<file path="src/rtl/vid_crop.sv">
module vid_crop #(
  parameter int DW = 24,
  parameter int AW = 4
) (
  input  logic          clk,
  input  logic          rst_n,
  input  logic          wr_en,
  input  logic [AW-1:0] wr_addr,
  input  logic [7:0]    wr_data,
  input  logic          in_de,
  input  logic          in_hs,
  input  logic          in_vs,
  input  logic [DW-1:0] in_pix,
  output logic          out_de,
  output logic          out_hs,
  output logic          out_vs,
  output logic [DW-1:0] out_pix
);
  localparam int CW = 16;

  logic [CW-1:0] xs_r, xe_r, ys_r, ye_r;
  logic          en_r;
  logic [CW-1:0] xs_act, xe_act, ys_act, ye_act;
  logic          en_act;
  logic [CW-1:0] col_q, row_q;
  logic          de_q, vs_q;

  wire           vs_rise = in_vs & ~vs_q;
  wire           de_rise = in_de & ~de_q;
  wire           de_fall = ~in_de & de_q;
  wire [CW-1:0]  cur_col = de_rise ? '0 : col_q;
  wire           in_x    = (cur_col >= xs_act) && (cur_col <= xe_act);
  wire           in_y    = (row_q >= ys_act) && (row_q <= ye_act);
  wire           keep    = ~en_act | (in_x & in_y);

  always_ff @(posedge clk or negedge rst_n) begin
    if (!rst_n) begin
      xs_r <= '0; xe_r <= '0; ys_r <= '0; ye_r <= '0; en_r <= 1'b0;
    end else if (wr_en) begin
      case (int'(wr_addr))
        0: xs_r[7:0]  <= wr_data;
        1: xs_r[15:8] <= wr_data;
        2: xe_r[7:0]  <= wr_data;
        3: xe_r[15:8] <= wr_data;
        4: ys_r[7:0]  <= wr_data;
        5: ys_r[15:8] <= wr_data;
        6: ye_r[7:0]  <= wr_data;
        7: ye_r[15:8] <= wr_data;
        8: en_r       <= wr_data[0];
        default: ;
      endcase
    end
  end

  always_ff @(posedge clk or negedge rst_n) begin
    if (!rst_n) begin
      xs_act <= '0; xe_act <= '0; ys_act <= '0; ye_act <= '0; en_act <= 1'b0;
    end else if (vs_rise) begin
      xs_act <= xs_r; xe_act <= xe_r; ys_act <= ys_r; ye_act <= ye_r; en_act <= en_r;
    end
  end

  always_ff @(posedge clk or negedge rst_n) begin
    if (!rst_n) begin
      col_q <= '0;
      row_q <= '0;
      de_q  <= 1'b0;
      vs_q  <= 1'b0;
    end else begin
      de_q <= in_de;
      vs_q <= in_vs;
      if (in_de) col_q <= cur_col + 1'b1;
      if (vs_rise)      row_q <= '0;
      else if (de_fall) row_q <= row_q + 1'b1;
    end
  end

  always_ff @(posedge clk or negedge rst_n) begin
    if (!rst_n) begin
      out_de  <= 1'b0;
      out_hs  <= 1'b0;
      out_vs  <= 1'b0;
      out_pix <= '0;
    end else begin
      out_de  <= in_de & keep;
      out_hs  <= in_hs;
      out_vs  <= in_vs;
      out_pix <= in_pix;
    end
  end
endmodule

</file>
<file path="config.mk">
export PLATFORM = sky130hd
export DESIGN_NAME = vid_crop
export DESIGN_NICKNAME = d
export VERILOG_FILES = /design/src/rtl/vid_crop.sv
export SDC_FILE = /design/constraint.sdc
export NUM_CORES = 1
export LEC_CHECK = 0
export BUFFER_PORTS_ARGS = -buffer_cell sky130_fd_sc_hd__buf_2
export CORE_MARGIN = 2
export CORE_UTILIZATION = 64
export CTS_CLUSTER_DIAMETER = 120
export DETAILED_ROUTE_END_ITERATION = 6
export PLACE_DENSITY_LB_ADDON = 0.3
export SLEW_MARGIN = 20
export SYNTH_ARGS = -nofsm -noshare
export SYNTH_HDL_FRONTEND = slang
export SYNTH_SLANG_ARGS = --single-unit
</file>
<file path="constraint.sdc">
create_clock -name clk -period 6.5 [get_ports clk]
set_input_delay 0.325 -clock clk [delete_from_list [all_inputs] [get_ports clk]]
set_output_delay 0.325 -clock clk [all_outputs]
set_load 0.01 [all_outputs]
</file>
== Yosys cells after proc, flatten, opt, wreduce, memory -nomap -nowiden ==
Index checks and enable logic that the tools add are counted.

* Register bits: 190
* Latch bits: 0
* Memory bits (writable): 0
* Memory bits (read-only): 0
* Input port bits: 42
* Output and inout port bits: 27
* Logic and storage cells: 61
* Memories: 0

* Add/sub/neg operators: 2
* $mul: 0
* Divide/modulo/power cells: 0
* Magnitude comparators: 4
* Equality and inequality tests: 8
* Shift-type cells: 0
* Muxes and demuxes: 3
* Bitwise gates (word level): 10
* Reduce and logical (&&, ||, !) cells: 13

{| class="wikitable"
|+ Operators with widths
! cell !! count
|-
| 16-bit two-way mux || 3
|-
| 16-bit by 1-bit adder with 16-bit output, second input constant || 2
|-
| 16-bit >= comparator || 2
|-
| 16-bit <= comparator || 2
|-
| 2-bit AND reduction || 9
|-
| 4-bit by 3-bit equality test with 1-bit output, second input constant || 4
|-
| 4-bit by 2-bit equality test with 1-bit output, second input constant || 2
|-
| 1-bit bitwise AND || 5
|-
| 4-bit by 1-bit equality test with 1-bit output, second input constant || 1
|-
| 4-bit equality test, second input constant || 1
|-
| 4-bit logical NOT || 1
|-
| 1-bit inverter || 4
|-
| 1-bit logical AND || 2
|-
| 2-bit nonzero test || 1
|-
| 1-bit bitwise OR || 1
|}

== Longest topological paths before layout ==
Gate-level depths: netlist of run 1.

* Depth in word-level cells: 8
* Depth in mapped cells: 11
* Depth with buffers taken out: 11

== Worst setup path after synthesis of run 1 ==
No wires, ideal clock.

* Path kind: reg2reg
* From: reg de_q
* To: reg out_de
* Setup time: 0.094 ns
* Data arrival time: 2.473 ns
* Data required time: 6.406 ns
* Slack: 3.933 ns
* Stages on the path, launching flop included: 12
* Path buffers: 1
* Clock period less this slack: 2.567 ns
* Path through: dfrtp_1 or2b_4 clkbuf_1 and2_1 ha_1 nor2b_1 o21ai_0 a21oi_1 o311ai_0 a31oi_1 a211o_1 a221oi_2

* Word-level cells in the longest chain between the ends: 8
* Elaborated cells on any way between the ends: 9
* Those cells by class: order compare (2); mux (1); bitwise (5); reduce/logical (1)

{| class="wikitable"
|+ Ends and longest elaborated chain
! what !! line !! RTL
|-
| start: declaration || 26 || <nowiki>logic de_q, vs_q;</nowiki>
|-
| start signal: assignment || 70 || <nowiki>de_q <= in_de;</nowiki>
|-
| 1-bit inverter (*) || 29 || <nowiki>wire de_rise = in_de & ~de_q;</nowiki>
|-
| 1-bit bitwise AND (*) || 29 ||
|-
| 16-bit two-way mux (*) || 31 || <nowiki>wire [CW-1:0] cur_col = de_rise ? '0 : col_q;</nowiki>
|-
| 16-bit >= comparator or 16-bit <= comparator (tied branches) || 32 || <nowiki>wire in_x = (cur_col >= xs_act) && (cur_col <= xe_act);</nowiki>
|-
| 1-bit logical AND (*) || 32 ||
|-
| 1-bit bitwise AND (*) || 34 || <nowiki>wire keep = ~en_act | (in_x & in_y);</nowiki>
|-
| 1-bit bitwise OR (*) || 34 ||
|-
| 1-bit bitwise AND (*) || 85 || <nowiki>out_de <= in_de & keep;</nowiki>
|-
| end signal: assignment || 85 ||
|-
| end: declaration || 14 || <nowiki>output logic out_de,</nowiki>
|}

Every way passes the cells marked *; elsewhere a longest branch is shown, timed or not.
A chain may end at the register's enable or synchronous reset.

== Worst setup path after layout of run 1 ==
Ends and elaborated chain as after synthesis.

==> results of run 1 <==
-- cell usage in the layout, fill, tap and decap left out, types with 2 or more instances in the layout --
| master | count |
|---|---|
| a211o_1 | 2 |
| a211oi_1 | 5 |
| a21o_1 | 10 |
| a21oi_1 | 17 |
| and2_1 | 14 |
| and3_1 | 6 |
| and4_1 | 4 |
| buf_2 | 67 |
| buf_4 | 2 |
| clkbuf_16 | 17 |
| clkinv_4 | 2 |
| dfrtp_1 | 190 |
| dlygate4sd3_1 | 25 |
| ha_1 | 64 |
| inv_1 | 65 |
| inv_6 | 8 |
| inv_8 | 2 |
| mux2_2 | 73 |
| nand2_1 | 78 |
| nand2b_1 | 2 |
| nand3_1 | 20 |
| nand3b_1 | 3 |
| nand4_1 | 15 |
| nor2_1 | 24 |
| nor2b_1 | 5 |
| nor3_1 | 4 |
| nor3b_1 | 3 |
| nor3b_2 | 2 |
| o211ai_1 | 2 |
| o21a_1 | 3 |
| o21ai_0 | 65 |
| or3_1 | 3 |
| xnor2_1 | 15 |
| xor2_1 | 13 |
-- sequential cells by signal, indices dropped and copies added, names as in the netlist --
| name | cells |
|---|---|
| out_hs | 1 |
| row_q | 16 |
| xs_r | 16 |
| out_pix | 24 |
| ys_act | 16 |
| ye_r | 16 |
| col_q | 16 |
| xe_r | 16 |
| out_de | 1 |
| out_vs | 1 |
| en_r | 1 |
| ys_r | 16 |
| de_q | 1 |
| xe_act | 16 |
| xs_act | 16 |
| en_act | 1 |
| ye_act | 16 |
-- worst max-delay path: stages, from the launching register on --
cell and delay (ns):
dfrtp_1 0.43, or2b_4 0.35, and2_1 0.24, ha_1 0.36, nand4_1 0.16, nor2_1 0.20
nand2_1 0.08, a211oi_1 0.25, a31oi_1 0.08, a211o_1 0.26, a221oi_2 0.25
-- cell families (layout without fill, tap and decap cells) --
logic type                 count (synthesis)  count (layout)
DFF                                      190             190
buffers and inverters                     87             192
xor gates and xnor gates                  28              28
and+or+nand+nor                          190             190
adders and majority gates                 65              65
muxes                                     74              74
AOI/OAI and AO/OA                        112             112
-- per-layer routing --
layer,track usage,routed length [um],share of wire,vias to the layer above
met5,0,0,0,-
met4,0.1132,499,0.026,0
met3,0.06511,1101,0.056,33
met2,0.4839,9781,0.50,197
met1,0.3836,8166,0.42,2978
li1,-,-,-,2739
-- report_power, final --
group,total [mW],internal (mW),switching [mW]
combinational,0.548,0.250,0.299
sequential,1.50,1.39,0.112
clock,0.986,0.505,0.481
total,3.04,2.14,0.892
-- what timing repair did --
action	in CTS	in global routing
resized for setup	0	0
setup endpoints to repair	0	0
hold endpoints to repair	25	0
hold buffers	25	0
-- cell type report --
cell class                 count  share of cell area
clock inverter                14             0.01240
inverter                      65             0.02467
timing repair buffer          95             0.06211
clock buffer                  18             0.04339
sequential                   190              0.4807
tap                          176             0.02226
multi-input combinational    469              0.3545
-- final timing paths --
kind | slack [ns] | from | to
min in group clk | 0.02 | in_vs | out_vs$_DFF_PN0_
min reg2reg | 0.48 | ye_r[1]$_DFFE_PN0P_ | ye_act[1]$_DFFE_PN0P_
max | 3.75 | de_q$_DFF_PN0_ | out_de$_DFF_PN0_
min | -0.008 | rst_n | col_q[7]$_DFFE_PN0P_
max in group asynchronous | 5.14 | rst_n | out_pix[10]$_DFF_PN0_
max reg2reg | 3.75 | de_q$_DFF_PN0_ | out_de$_DFF_PN0_
-- per-stage QoR --
stage          setup slack, ns  total power [mW]
4_1_cts                  3.786             3.037
2_1_floorplan            3.933             1.850
5_1_grt                  3.623             3.190
3_5_place_dp             3.682             2.036
6_report                 3.749             3.036
3_3_place_gp             3.724             1.996
==> impl_metrics.xml, run 1 <==
<?xml version="1.0" encoding="UTF-8"?>
<metrics>
  <group name="clock_network">
    <metric name="clock_insertion_delay_at_the_later_pin_of_the_skew_report" unit="ns">0.44</metric>
    <metric name="cts.sinks" unit="">190</metric>
    <metric name="cts_max_path_buffers" unit="">2</metric>
    <metric name="cts_setup_buffers" unit="">0</metric>
    <metric name="htreeDepth" unit="">4</metric>
    <metric name="tritoncts_clock_tree" unit="">yes</metric>
    <metric name="clockRootBuffer" unit="">clkbuf_16</metric>
    <metric name="cts_buffers" unit="">17</metric>
    <metric name="clock_transition_at_path_regs" unit="ns">0.07</metric>
  </group>
  <group name="layout">
    <metric name="final_cell_count_without_fillers" unit="">1027</metric>
    <metric name="final_util" unit="">0.7499</metric>
    <metric name="layout-area-overhead-vs-synth" unit="%">15.27</metric>
    <metric name="n_antenna_cell" unit="">0</metric>
    <metric name="filler_cell_count" unit="">832</metric>
    <metric name="drive_gt1_frac" unit="">0.2139</metric>
    <metric name="fin_area" unit="sq um">9891</metric>
    <metric name="design.final.nets" unit="">944</metric>
    <metric name="regArea" unit="sq um">4755</metric>
    <metric name="multi_input_comb_area" unit="sq um">3506</metric>
  </group>
  <group name="synthesis">
    <metric name="synth_compound_area_frac" unit="">0.07684</metric>
    <metric name="synth_cells" unit="">746</metric>
    <metric name="synth_cell_types" unit="">45</metric>
    <metric name="yosys.area_share.xor_xnor" unit="">0.02858</metric>
    <metric name="synth_fa_ha_area_frac" unit="">0.09463</metric>
    <metric name="synth_area" unit="sq um">8581</metric>
    <metric name="leading_cell_type_by_number_of_instances_after_synthesis" unit="">dfrtp_1</metric>
    <metric name="synth.net_count" unit="">852</metric>
    <metric name="syn_area_per_cell" unit="sq um">11.50</metric>
    <metric name="synth.top_cells.by_area" unit="">dfrtp_1 55%, mux2_2 9.6%, ha_1 9.3%, o21ai_0 3.8%, nand2_1 3.4%</metric>
    <metric name="synthDominantAreaCellType" unit="">dfrtp_1</metric>
    <metric name="synth-seq-area-share" unit="">0.5541</metric>
    <metric name="mux_cell_area_share_after_synthesis" unit="">0.09697</metric>
    <metric name="synth_top_area_share" unit="">0.5541</metric>
    <metric name="postSynth.topFlopCell" unit="">dfrtp_1</metric>
    <metric name="synth_commonest_cells" unit="">190 x dfrtp_1, 78 x nand2_1, 73 x mux2_2</metric>
    <metric name="synthSimpleGateAreaFrac" unit="">0.1107</metric>
    <metric name="main_combinational_cell_family_by_area_after_synthesis" unit="">simple AND/OR/NAND/NOR gates</metric>
    <metric name="synth.ff_latch_count" unit="">190</metric>
    <metric name="yosys_warnings" unit="">0</metric>
    <metric name="synth-edff-count" unit="">0</metric>
    <metric name="synth-async-reset-ratio" unit="">1.000</metric>
  </group>
  <group name="grt">
    <metric name="antenna_found_initial" unit="">0</metric>
    <metric name="grt_overflow_total" unit="">0</metric>
    <metric name="grt_max_degree" unit="">125</metric>
    <metric name="grt_pass1_vias" unit="">6258</metric>
    <metric name="grtUsageTotal" unit="">0.2937</metric>
    <metric name="first_pass_grt_wire_length" unit="um">32060</metric>
  </group>
  <group name="floorplan">
    <metric name="boundaryPins" unit="">69</metric>
    <metric name="total_core_area" unit="sq um">13190</metric>
    <metric name="die-height" unit="um">119.8</metric>
    <metric name="fp.dieArea" unit="sq um">14350</metric>
    <metric name="floorplan.rows" unit="">42</metric>
    <metric name="chipWidth" unit="um">119.8</metric>
    <metric name="floorplan.initialDensity" unit="">0.6505</metric>
  </group>
  <group name="place">
    <metric name="placed_cells" unit="">970</metric>
    <metric name="dpl.hpwl" unit="um">12420</metric>
    <metric name="io_buffers" unit="">68</metric>
    <metric name="rd_place_congestion" unit="">0.9204</metric>
    <metric name="post_dp_cell_area" unit="sq um">9089</metric>
  </group>
  <group name="sta">
    <metric name="post-route-min-period" unit="ns">2.751</metric>
    <metric name="post-route-period-util" unit="">0.4232</metric>
    <metric name="maxClockFrequency" unit="MHz">363.5</metric>
    <metric name="totalNegativeSetupSlack" unit="ns">0</metric>
    <metric name="worstMarginPinSlew" unit="ns">1.042</metric>
    <metric name="hold_viol" unit="">2</metric>
    <metric name="worst_hold_slack" unit="ns">-0.008386</metric>
    <metric name="setup_violations" unit="">0</metric>
    <metric name="skew" unit="ns">0.008753</metric>
    <metric name="worst_slew_margin_rel" unit="">0.3056</metric>
    <metric name="rsz0062_at_grt" unit="">no</metric>
    <metric name="timing.final.max_slew_violations" unit="">0</metric>
  </group>
  <group name="worst_setup_path">
    <metric name="cp.arrival" unit="ns">3.10</metric>
    <metric name="worstSetupPathType" unit="">reg2reg</metric>
    <metric name="critical_path_peak_fanout" unit="">18</metric>
    <metric name="reg2regPathDepth" unit="">10</metric>
    <metric name="timing.critical_path.to_type" unit="">flop</metric>
    <metric name="start_kind" unit="">flop</metric>
    <metric name="worst-endpoint-required" unit="ns">6.85</metric>
  </group>
  <group name="routing">
    <metric name="avgViaCountPerCell" unit="">5.791</metric>
    <metric name="detailedRoute.firstIterationViolations" unit="">496</metric>
    <metric name="drt_pre_antenna_iters" unit="">7</metric>
    <metric name="drc" unit="">1</metric>
    <metric name="num_vias" unit="">5947</metric>
    <metric name="routed_wire_length_per_instance" unit="um">19.04</metric>
    <metric name="totalWireLength" unit="um">19550</metric>
    <metric name="drtAntennaViolNets" unit="">0</metric>
  </group>
  <group name="pwr">
    <metric name="powerDensity" unit="nW/um^2">307.0</metric>
    <metric name="power.ir.vdd_worst" unit="uV">245.0</metric>
    <metric name="leakagePower" unit="nW">4.775</metric>
  </group>
  <group name="outcome">
    <metric name="outcome" unit="">finished, violations left</metric>
    <metric name="violated_checks" unit="">DRC, hold timing</metric>
  </group>
  <group name="flow_run">
    <metric name="max_cap_violations" unit="">0</metric>
  </group>
  <group name="worst_hold_path">
    <metric name="hold_class" unit="">in2async</metric>
  </group>
</metrics>
(Power assumes the default switching activity.)
==> inputs of run 2 (changes only) <==
- CORE_UTILIZATION: 64 -> 54
- clock period: 6.5 -> 2.4 ns (I/O delays scaled with it)
==> impl_metrics.xml, run 2 (synthesis gave the netlist of run 1 again) <==
<?xml version="1.0" encoding="UTF-8"?>
<metrics>
  <group name="sta">
    <metric name="fin_ws" unit="ns">-0.06199</metric>
    <metric name="hold_viol" unit="">0</metric>
    <metric name="rsz0062_at_grt" unit="">yes</metric>
    <metric name="totalNegativeSetupSlack" unit="ns">-0.06199</metric>
    <metric name="worstMarginPinSlew" unit="ns">0.7183</metric>
    <metric name="post-route-min-period" unit="ns">2.462</metric>
    <metric name="maxClockFrequency" unit="MHz">406.2</metric>
    <metric name="setup_violations" unit="">1</metric>
    <metric name="worst_slew_margin_rel" unit="">0.5191</metric>
    <metric name="timing.final.max_slew_violations" unit="">0</metric>
    <metric name="skew" unit="ns">0.007607</metric>
    <metric name="post-route-period-util" unit="">1.026</metric>
  </group>
  <group name="outcome">
    <metric name="outcome" unit="">finished, violations left</metric>
    <metric name="violated_checks" unit="">setup timing</metric>
  </group>
  <group name="grt">
    <metric name="grt_max_degree" unit="">140</metric>
    <metric name="grtUsageTotal" unit="">0.2548</metric>
    <metric name="grt_pass1_vias" unit="">6295</metric>
    <metric name="first_pass_grt_wire_length" unit="um">32490</metric>
    <metric name="antenna_found_initial" unit="">0</metric>
    <metric name="grt_overflow_total" unit="">0</metric>
  </group>
  <group name="worst_setup_path">
    <metric name="reg2regPathDepth" unit="">9</metric>
    <metric name="start_kind" unit="">flop</metric>
    <metric name="worst_path_largest_cell_delay" unit="ns">0.43</metric>
    <metric name="critical_path_peak_fanout" unit="">7</metric>
    <metric name="cp.arrival" unit="ns">2.81</metric>
    <metric name="rrSetupSlack" unit="ns">-0.06</metric>
    <metric name="timing.critical_path.to_type" unit="">flop</metric>
    <metric name="r2r_start" unit="">de_q$_DFF_PN0_</metric>
    <metric name="worst-endpoint-required" unit="ns">2.74</metric>
    <metric name="crit_path_top_delay_cell" unit="">dfrtp_1</metric>
    <metric name="path_buf_inv" unit="">0</metric>
    <metric name="cp_cell_sequence" unit="">or2b_4 -&gt; and2_4 -&gt; ha_1 -&gt; and4_4 -&gt; nand2_1 -&gt; o41ai_2 -&gt; a21oi_1 -&gt; a211o_1 -&gt; a221oi_2</metric>
    <metric name="critical-path-top-delay-family" unit="">compound AO/OA/AOI/OAI gates</metric>
    <metric name="worstSetupPathType" unit="">reg2reg</metric>
    <metric name="worst_r2r_endpoint" unit="">out_de$_DFF_PN0_</metric>
  </group>
  <group name="routing">
    <metric name="drtAntennaViolNets" unit="">0</metric>
    <metric name="drc" unit="">0</metric>
    <metric name="routed_wire_length_per_instance" unit="um">18.11</metric>
    <metric name="totalWireLength" unit="um">19910</metric>
    <metric name="avgViaCountPerCell" unit="">5.481</metric>
    <metric name="detailedRoute.firstIterationViolations" unit="">476</metric>
    <metric name="drt_pre_antenna_iters" unit="">5</metric>
    <metric name="num_vias" unit="">6024</metric>
  </group>
  <group name="clock_network">
    <metric name="tritoncts_clock_tree" unit="">yes</metric>
    <metric name="clock_insertion_delay_at_the_later_pin_of_the_skew_report" unit="ns">0.43</metric>
    <metric name="cts_buffers" unit="">17</metric>
    <metric name="cts.sinks" unit="">190</metric>
    <metric name="clockRootBuffer" unit="">clkbuf_16</metric>
    <metric name="clock_transition_at_path_regs" unit="ns">0.07</metric>
    <metric name="htreeDepth" unit="">4</metric>
    <metric name="cts_max_path_buffers" unit="">2</metric>
  </group>
  <group name="layout">
    <metric name="largest_register_ff_count" unit="">24</metric>
    <metric name="layout_common_cells" unit="">190 x dfrtp_1, 77 x nand2_1, 73 x mux2_2, 67 x buf_2, 65 x inv_1</metric>
    <metric name="multi_input_comb_area" unit="sq um">3649</metric>
    <metric name="filler_cell_count" unit="">1167</metric>
    <metric name="layout-area-overhead-vs-synth" unit="%">20.92</metric>
    <metric name="register_ranked_first_by_flip_flop_count" unit="">out_pix</metric>
    <metric name="regArea" unit="sq um">4755</metric>
    <metric name="n_antenna_cell" unit="">0</metric>
    <metric name="drive_gt1_frac" unit="">0.2639</metric>
    <metric name="design.final.nets" unit="">976</metric>
    <metric name="layout.cells.most_common" unit="">dfrtp_1</metric>
  </group>
  <group name="floorplan">
    <metric name="floorplan.rows" unit="">46</metric>
    <metric name="boundaryPins" unit="">69</metric>
    <metric name="die-height" unit="um">130.1</metric>
    <metric name="floorplan.initialDensity" unit="">0.5461</metric>
    <metric name="chipWidth" unit="um">130.1</metric>
    <metric name="fp.dieArea" unit="sq um">16910</metric>
    <metric name="total_core_area" unit="sq um">15710</metric>
  </group>
  <group name="worst_hold_path">
    <metric name="min_to" unit="">de_q$_DFF_PN0_</metric>
    <metric name="whs_path_depth" unit="">2</metric>
    <metric name="min_from" unit="">in_de</metric>
    <metric name="hold_class" unit="">in2reg</metric>
  </group>
  <group name="pwr">
    <metric name="power.ir.vdd_worst" unit="uV">522.2</metric>
    <metric name="leakagePower" unit="nW">4.967</metric>
    <metric name="powerDensity" unit="nW/um^2">815.2</metric>
    <metric name="design_power_total" unit="mW">8.459</metric>
  </group>
  <group name="flow_run">
    <metric name="max_cap_violations" unit="">0</metric>
  </group>
  <group name="place">
    <metric name="io_buffers" unit="">68</metric>
    <metric name="post-place-ws" unit="ns">-0.08363</metric>
    <metric name="rd_place_congestion" unit="">0.9493</metric>
    <metric name="dpl.hpwl" unit="um">13250</metric>
  </group>
</metrics>
## run 2: changes by cell type in the layout (fill, tap and decap cells not counted), moves of 3 or more
cell,change
buf_12,+3
o21ai_0,-3
and2_4,+10
and2_1,-10
buf_4,+25
o21ai_1,+3
ha_4,+6
ha_1,-6
## run 2: worst max-delay path by stage
stage                                  end  slack (ns)  depth (start not counted)           start
final                     out_de$_DFF_PN0_       -0.06                          9  de_q$_DFF_PN0_
after CTS                 out_de$_DFF_PN0_       -0.04                          9  de_q$_DFF_PN0_
after global placement    out_de$_DFF_PN0_       -0.05                         11  de_q$_DFF_PN0_
after floorplan           out_de$_DFF_PN0_      -0.009                         11  de_q$_DFF_PN0_
after detailed placement  out_de$_DFF_PN0_       -0.08                         10  de_q$_DFF_PN0_
after global routing      out_de$_DFF_PN0_       -0.18                         10  de_q$_DFF_PN0_
## run 2: power by group
part | internal, mW | switching [mW] | total, mW
registers | 3.76 | 0.284 | 4.05
logic | 0.760 | 0.878 | 1.64
clock network | 1.47 | 1.30 | 2.77
## run 2: layout make-up
class | count | area share
Clock buffer | 18 | 0.04136
Clock inverter | 14 | 0.01423
Inverter | 65 | 0.02351
Multi-Input combinational cell | 471 | 0.3516
Sequential cell | 190 | 0.4582
Tap cell | 216 | 0.02605
Timing Repair Buffer | 125 | 0.08501
## run 2: metrics by stage
step / std cells / util / instance area, sq um / hold WS, ns
5_1_grt: 1099 / 0.6604 / 10380 / 0.03364
4_1_cts: 1097 / 0.6574 / 10330 / 0.02257
3_5_place_dp: 1035 / 0.5983 / 9402 / 0.1560
6_report: 1099 / 0.6604 / 10380 / 0.04071
3_3_place_gp: 1035 / 0.5983 / 9402 / 0.1406
2_1_floorplan: 746 / - / 8628 / -0.1756
## run 2: repair_timing
item / in CTS / in global routing
gates cloned: 2 / 0
hold buffers: 27 / 0
endpoints found under the setup margin: 1 / 1
hold endpoints to repair: 84 / 0
resized for setup: 11 / 11
pin swaps: 8 / 5
setup buffers: 1 / 2
## run 2: metal layers
metal	up-vias	GRT usage	share of wire
li1	2803	-	-
met1	3022	0.3487	0.45
met2	160	0.4044	0.48
met3	39	0.05740	0.046
met4	0	0.09171	0.024
met5	-	0	0
==> inputs of run 3 (changes only) <==
- CORE_MARGIN: 2 -> unset
- CORE_UTILIZATION: 54 -> 60
- clock period: 2.4 -> 2.5 ns (I/O delays scaled with it)
==> impl_metrics.xml, run 3 (synthesis gave the netlist of run 1 again) <==
<?xml version="1.0" encoding="UTF-8"?>
<metrics>
  <group name="outcome">
    <metric name="outcome" unit="">finished, violations left</metric>
    <metric name="violated_checks" unit="">setup timing</metric>
  </group>
  <group name="floorplan">
    <metric name="total_core_area" unit="sq um">13930</metric>
    <metric name="die-height" unit="um">121.6</metric>
    <metric name="fp.dieArea" unit="sq um">14780</metric>
    <metric name="boundaryPins" unit="">69</metric>
    <metric name="floorplan.initialDensity" unit="">0.6158</metric>
    <metric name="floorplan.rows" unit="">43</metric>
    <metric name="chipWidth" unit="um">121.6</metric>
  </group>
  <group name="clock_network">
    <metric name="htreeDepth" unit="">4</metric>
    <metric name="clock_insertion_delay_at_the_later_pin_of_the_skew_report" unit="ns">0.44</metric>
    <metric name="cts_buffers" unit="">17</metric>
    <metric name="clock_transition_at_path_regs" unit="ns">0.07</metric>
    <metric name="cts_max_path_buffers" unit="">2</metric>
    <metric name="tritoncts_clock_tree" unit="">yes</metric>
    <metric name="cts.sinks" unit="">190</metric>
    <metric name="clockRootBuffer" unit="">clkbuf_16</metric>
  </group>
  <group name="pwr">
    <metric name="sequentialPowerShare" unit="">0.477</metric>
    <metric name="netSwitchingFraction" unit="">0.2797</metric>
    <metric name="comb_power_share" unit="">0.190</metric>
    <metric name="cell_internal_pwr" unit="mW">5.877</metric>
    <metric name="clkPwrFrac" unit="">0.333</metric>
    <metric name="leakagePower" unit="nW">4.948</metric>
    <metric name="powerDensity" unit="nW/um^2">790.7</metric>
    <metric name="power.net_switching" unit="mW">2.282</metric>
    <metric name="power.ir.vdd_worst" unit="uV">578.4</metric>
  </group>
  <group name="worst_setup_path">
    <metric name="critical-path-top-delay-family" unit="">compound AO/OA/AOI/OAI gates</metric>
    <metric name="cp.arrival" unit="ns">2.87</metric>
    <metric name="worst_r2r_endpoint" unit="">out_de$_DFF_PN0_</metric>
    <metric name="critical_path.most_common_cell" unit="">buf_4</metric>
    <metric name="crit_cells" unit="">12</metric>
    <metric name="path_buf_inv" unit="">3</metric>
    <metric name="reg2regPathDepth" unit="">12</metric>
    <metric name="critical_path_peak_fanout" unit="">5</metric>
    <metric name="worst_path_largest_cell_delay" unit="ns">0.43</metric>
    <metric name="start_kind" unit="">flop</metric>
    <metric name="worst-endpoint-required" unit="ns">2.85</metric>
    <metric name="r2r_start" unit="">de_q$_DFF_PN0_</metric>
    <metric name="rrSetupSlack" unit="ns">-0.02</metric>
    <metric name="crit_path_top_delay_cell" unit="">dfrtp_1</metric>
    <metric name="worstSetupPathType" unit="">reg2reg</metric>
    <metric name="cp_cell_sequence" unit="">or2b_4 -&gt; and2_4 -&gt; buf_6 -&gt; ha_4 -&gt; nand4_1 -&gt; nor2_2 -&gt; buf_4 -&gt; buf_4 -&gt; o311ai_1 -&gt; a31oi_1 -&gt; a211o_1 -&gt; a221oi_2</metric>
    <metric name="timing.critical_path.to_type" unit="">flop</metric>
  </group>
  <group name="flow_run">
    <metric name="max_cap_violations" unit="">0</metric>
  </group>
  <group name="routing">
    <metric name="detailedRoute.firstIterationViolations" unit="">327</metric>
    <metric name="routed_wire_length_per_instance" unit="um">18.52</metric>
    <metric name="avgViaCountPerCell" unit="">5.696</metric>
    <metric name="totalWireLength" unit="um">19590</metric>
    <metric name="num_vias" unit="">6026</metric>
    <metric name="drt_pre_antenna_iters" unit="">5</metric>
    <metric name="drc" unit="">0</metric>
    <metric name="drtAntennaViolNets" unit="">0</metric>
  </group>
  <group name="sta">
    <metric name="fin_ws" unit="ns">-0.01825</metric>
    <metric name="worstMarginPinSlew" unit="ns">0.6978</metric>
    <metric name="post-route-min-period" unit="ns">2.518</metric>
    <metric name="worst_hold_slack" unit="ns">0.06555</metric>
    <metric name="rsz0062_at_grt" unit="">yes</metric>
    <metric name="hold_viol" unit="">0</metric>
    <metric name="timing.final.max_slew_violations" unit="">0</metric>
    <metric name="setup_violations" unit="">1</metric>
    <metric name="post-route-period-util" unit="">1.007</metric>
    <metric name="worst_slew_margin_rel" unit="">0.5331</metric>
    <metric name="skew" unit="ns">0.009309</metric>
    <metric name="maxClockFrequency" unit="MHz">397.1</metric>
  </group>
  <group name="layout">
    <metric name="filler_cell_count" unit="">887</metric>
    <metric name="layout_common_cells" unit="">190 x dfrtp_1, 76 x nand2_1, 73 x mux2_2, 67 x buf_2, 65 x inv_1</metric>
    <metric name="layout-area-overhead-vs-synth" unit="%">20.25</metric>
    <metric name="drive_gt1_frac" unit="">0.2597</metric>
    <metric name="register_ranked_first_by_flip_flop_count" unit="">out_pix</metric>
    <metric name="largest_register_ff_count" unit="">24</metric>
    <metric name="final_util" unit="">0.7405</metric>
    <metric name="design.final.nets" unit="">971</metric>
    <metric name="n_antenna_cell" unit="">0</metric>
    <metric name="layout.cells.most_common" unit="">dfrtp_1</metric>
  </group>
  <group name="grt">
    <metric name="first_pass_grt_wire_length" unit="um">31950</metric>
    <metric name="grt_pass1_vias" unit="">6253</metric>
    <metric name="grt_max_degree" unit="">140</metric>
    <metric name="grt_overflow_total" unit="">0</metric>
    <metric name="antenna_found_initial" unit="">0</metric>
    <metric name="grtUsageTotal" unit="">0.2903</metric>
  </group>
  <group name="place">
    <metric name="dpl.hpwl" unit="um">12600</metric>
    <metric name="rd_place_congestion" unit="">0.8757</metric>
    <metric name="io_buffers" unit="">68</metric>
  </group>
  <group name="worst_hold_path">
    <metric name="min_to" unit="">de_q$_DFF_PN0_</metric>
    <metric name="whs_path_depth" unit="">2</metric>
    <metric name="hold_class" unit="">in2reg</metric>
    <metric name="min_from" unit="">in_de</metric>
  </group>
</metrics>
[run 3: per-stage QoR]
step	setup slack, ns	total power [mW]	TNS [ns]	cells	instance area [sq um]
2_1_floorplan	0.006411	4.830	0	746	8606
3_3_place_gp	-0.07481	5.234	-0.07481	991	9261
3_5_place_dp	-0.1254	5.351	-0.1254	991	9261
4_1_cts	0.004201	8.171	0	1056	10270
5_1_grt	-0.1346	8.560	-0.1346	1058	10320
6_report	-0.01825	8.159	-0.01825	1058	10320
[run 3: timing repair]
action                                  in CTS  in global routing
endpoints found under the hold margin       86                  0
setup buffers                                3                  2
pin swaps                                    9                  7
endpoints found under the setup margin       1                  1
gates cloned                                 3                  0
hold buffers                                27                  0
resized for setup                           19                  6
[run 3: power by group through the flow]
stage	registers [mW]	clock network (mW)	logic, mW
2_1_floorplan	3.86	0	0.968
3_3_place_gp	3.90	0	1.33
6_report	3.89	2.72	1.55
3_5_place_dp	3.93	0	1.42
5_1_grt	3.95	2.88	1.73
4_1_cts	3.88	2.76	1.53
[run 3: worst reg2reg max path, delay by kind of cell (launching register included)]
family,cells,cell delay [ns]
fa+ha+maj,1,0.22
compound gates,4,0.79
simple gates,4,0.65
buf+inv,3,0.36
flops,1,0.43
[run 3: worst max path at each step]
stage | startpoint | endpoint | slack [ns]
finish | de_q$_DFF_PN0_ | out_de$_DFF_PN0_ | -0.02
global route | de_q$_DFF_PN0_ | out_de$_DFF_PN0_ | -0.13
CTS | de_q$_DFF_PN0_ | out_de$_DFF_PN0_ | 0.004
detailed placement | de_q$_DFF_PN0_ | out_de$_DFF_PN0_ | -0.13
global placement | de_q$_DFF_PN0_ | out_de$_DFF_PN0_ | -0.07
floorplan | de_q$_DFF_PN0_ | out_de$_DFF_PN0_ | 0.006
[run 3: area by class of cell]
cell class	count	area (sq um)	area share
Sequential cell	190	4755	0.4608
Timing Repair Buffer	119	832.0	0.08064
Inverter	65	244.0	0.02365
Clock inverter	13	155.1	0.01504
Tap cell	180	225.2	0.02183
Multi-Input combinational cell	472	3665	0.3552
Clock buffer	19	442.9	0.04292
[run 3: routing by layer]
| layer | routed length [um] | vias to the layer above | GRT usage |
|---|---|---|---|
| met3 | 885 | 44 | 0.05993 |
| met5 | 0 | - | 0 |
| met2 | 9712 | 171 | 0.4751 |
| met1 | 8367 | 3008 | 0.3718 |
| li1 | - | 2803 | - |
| met4 | 627 | 0 | 0.1358 |
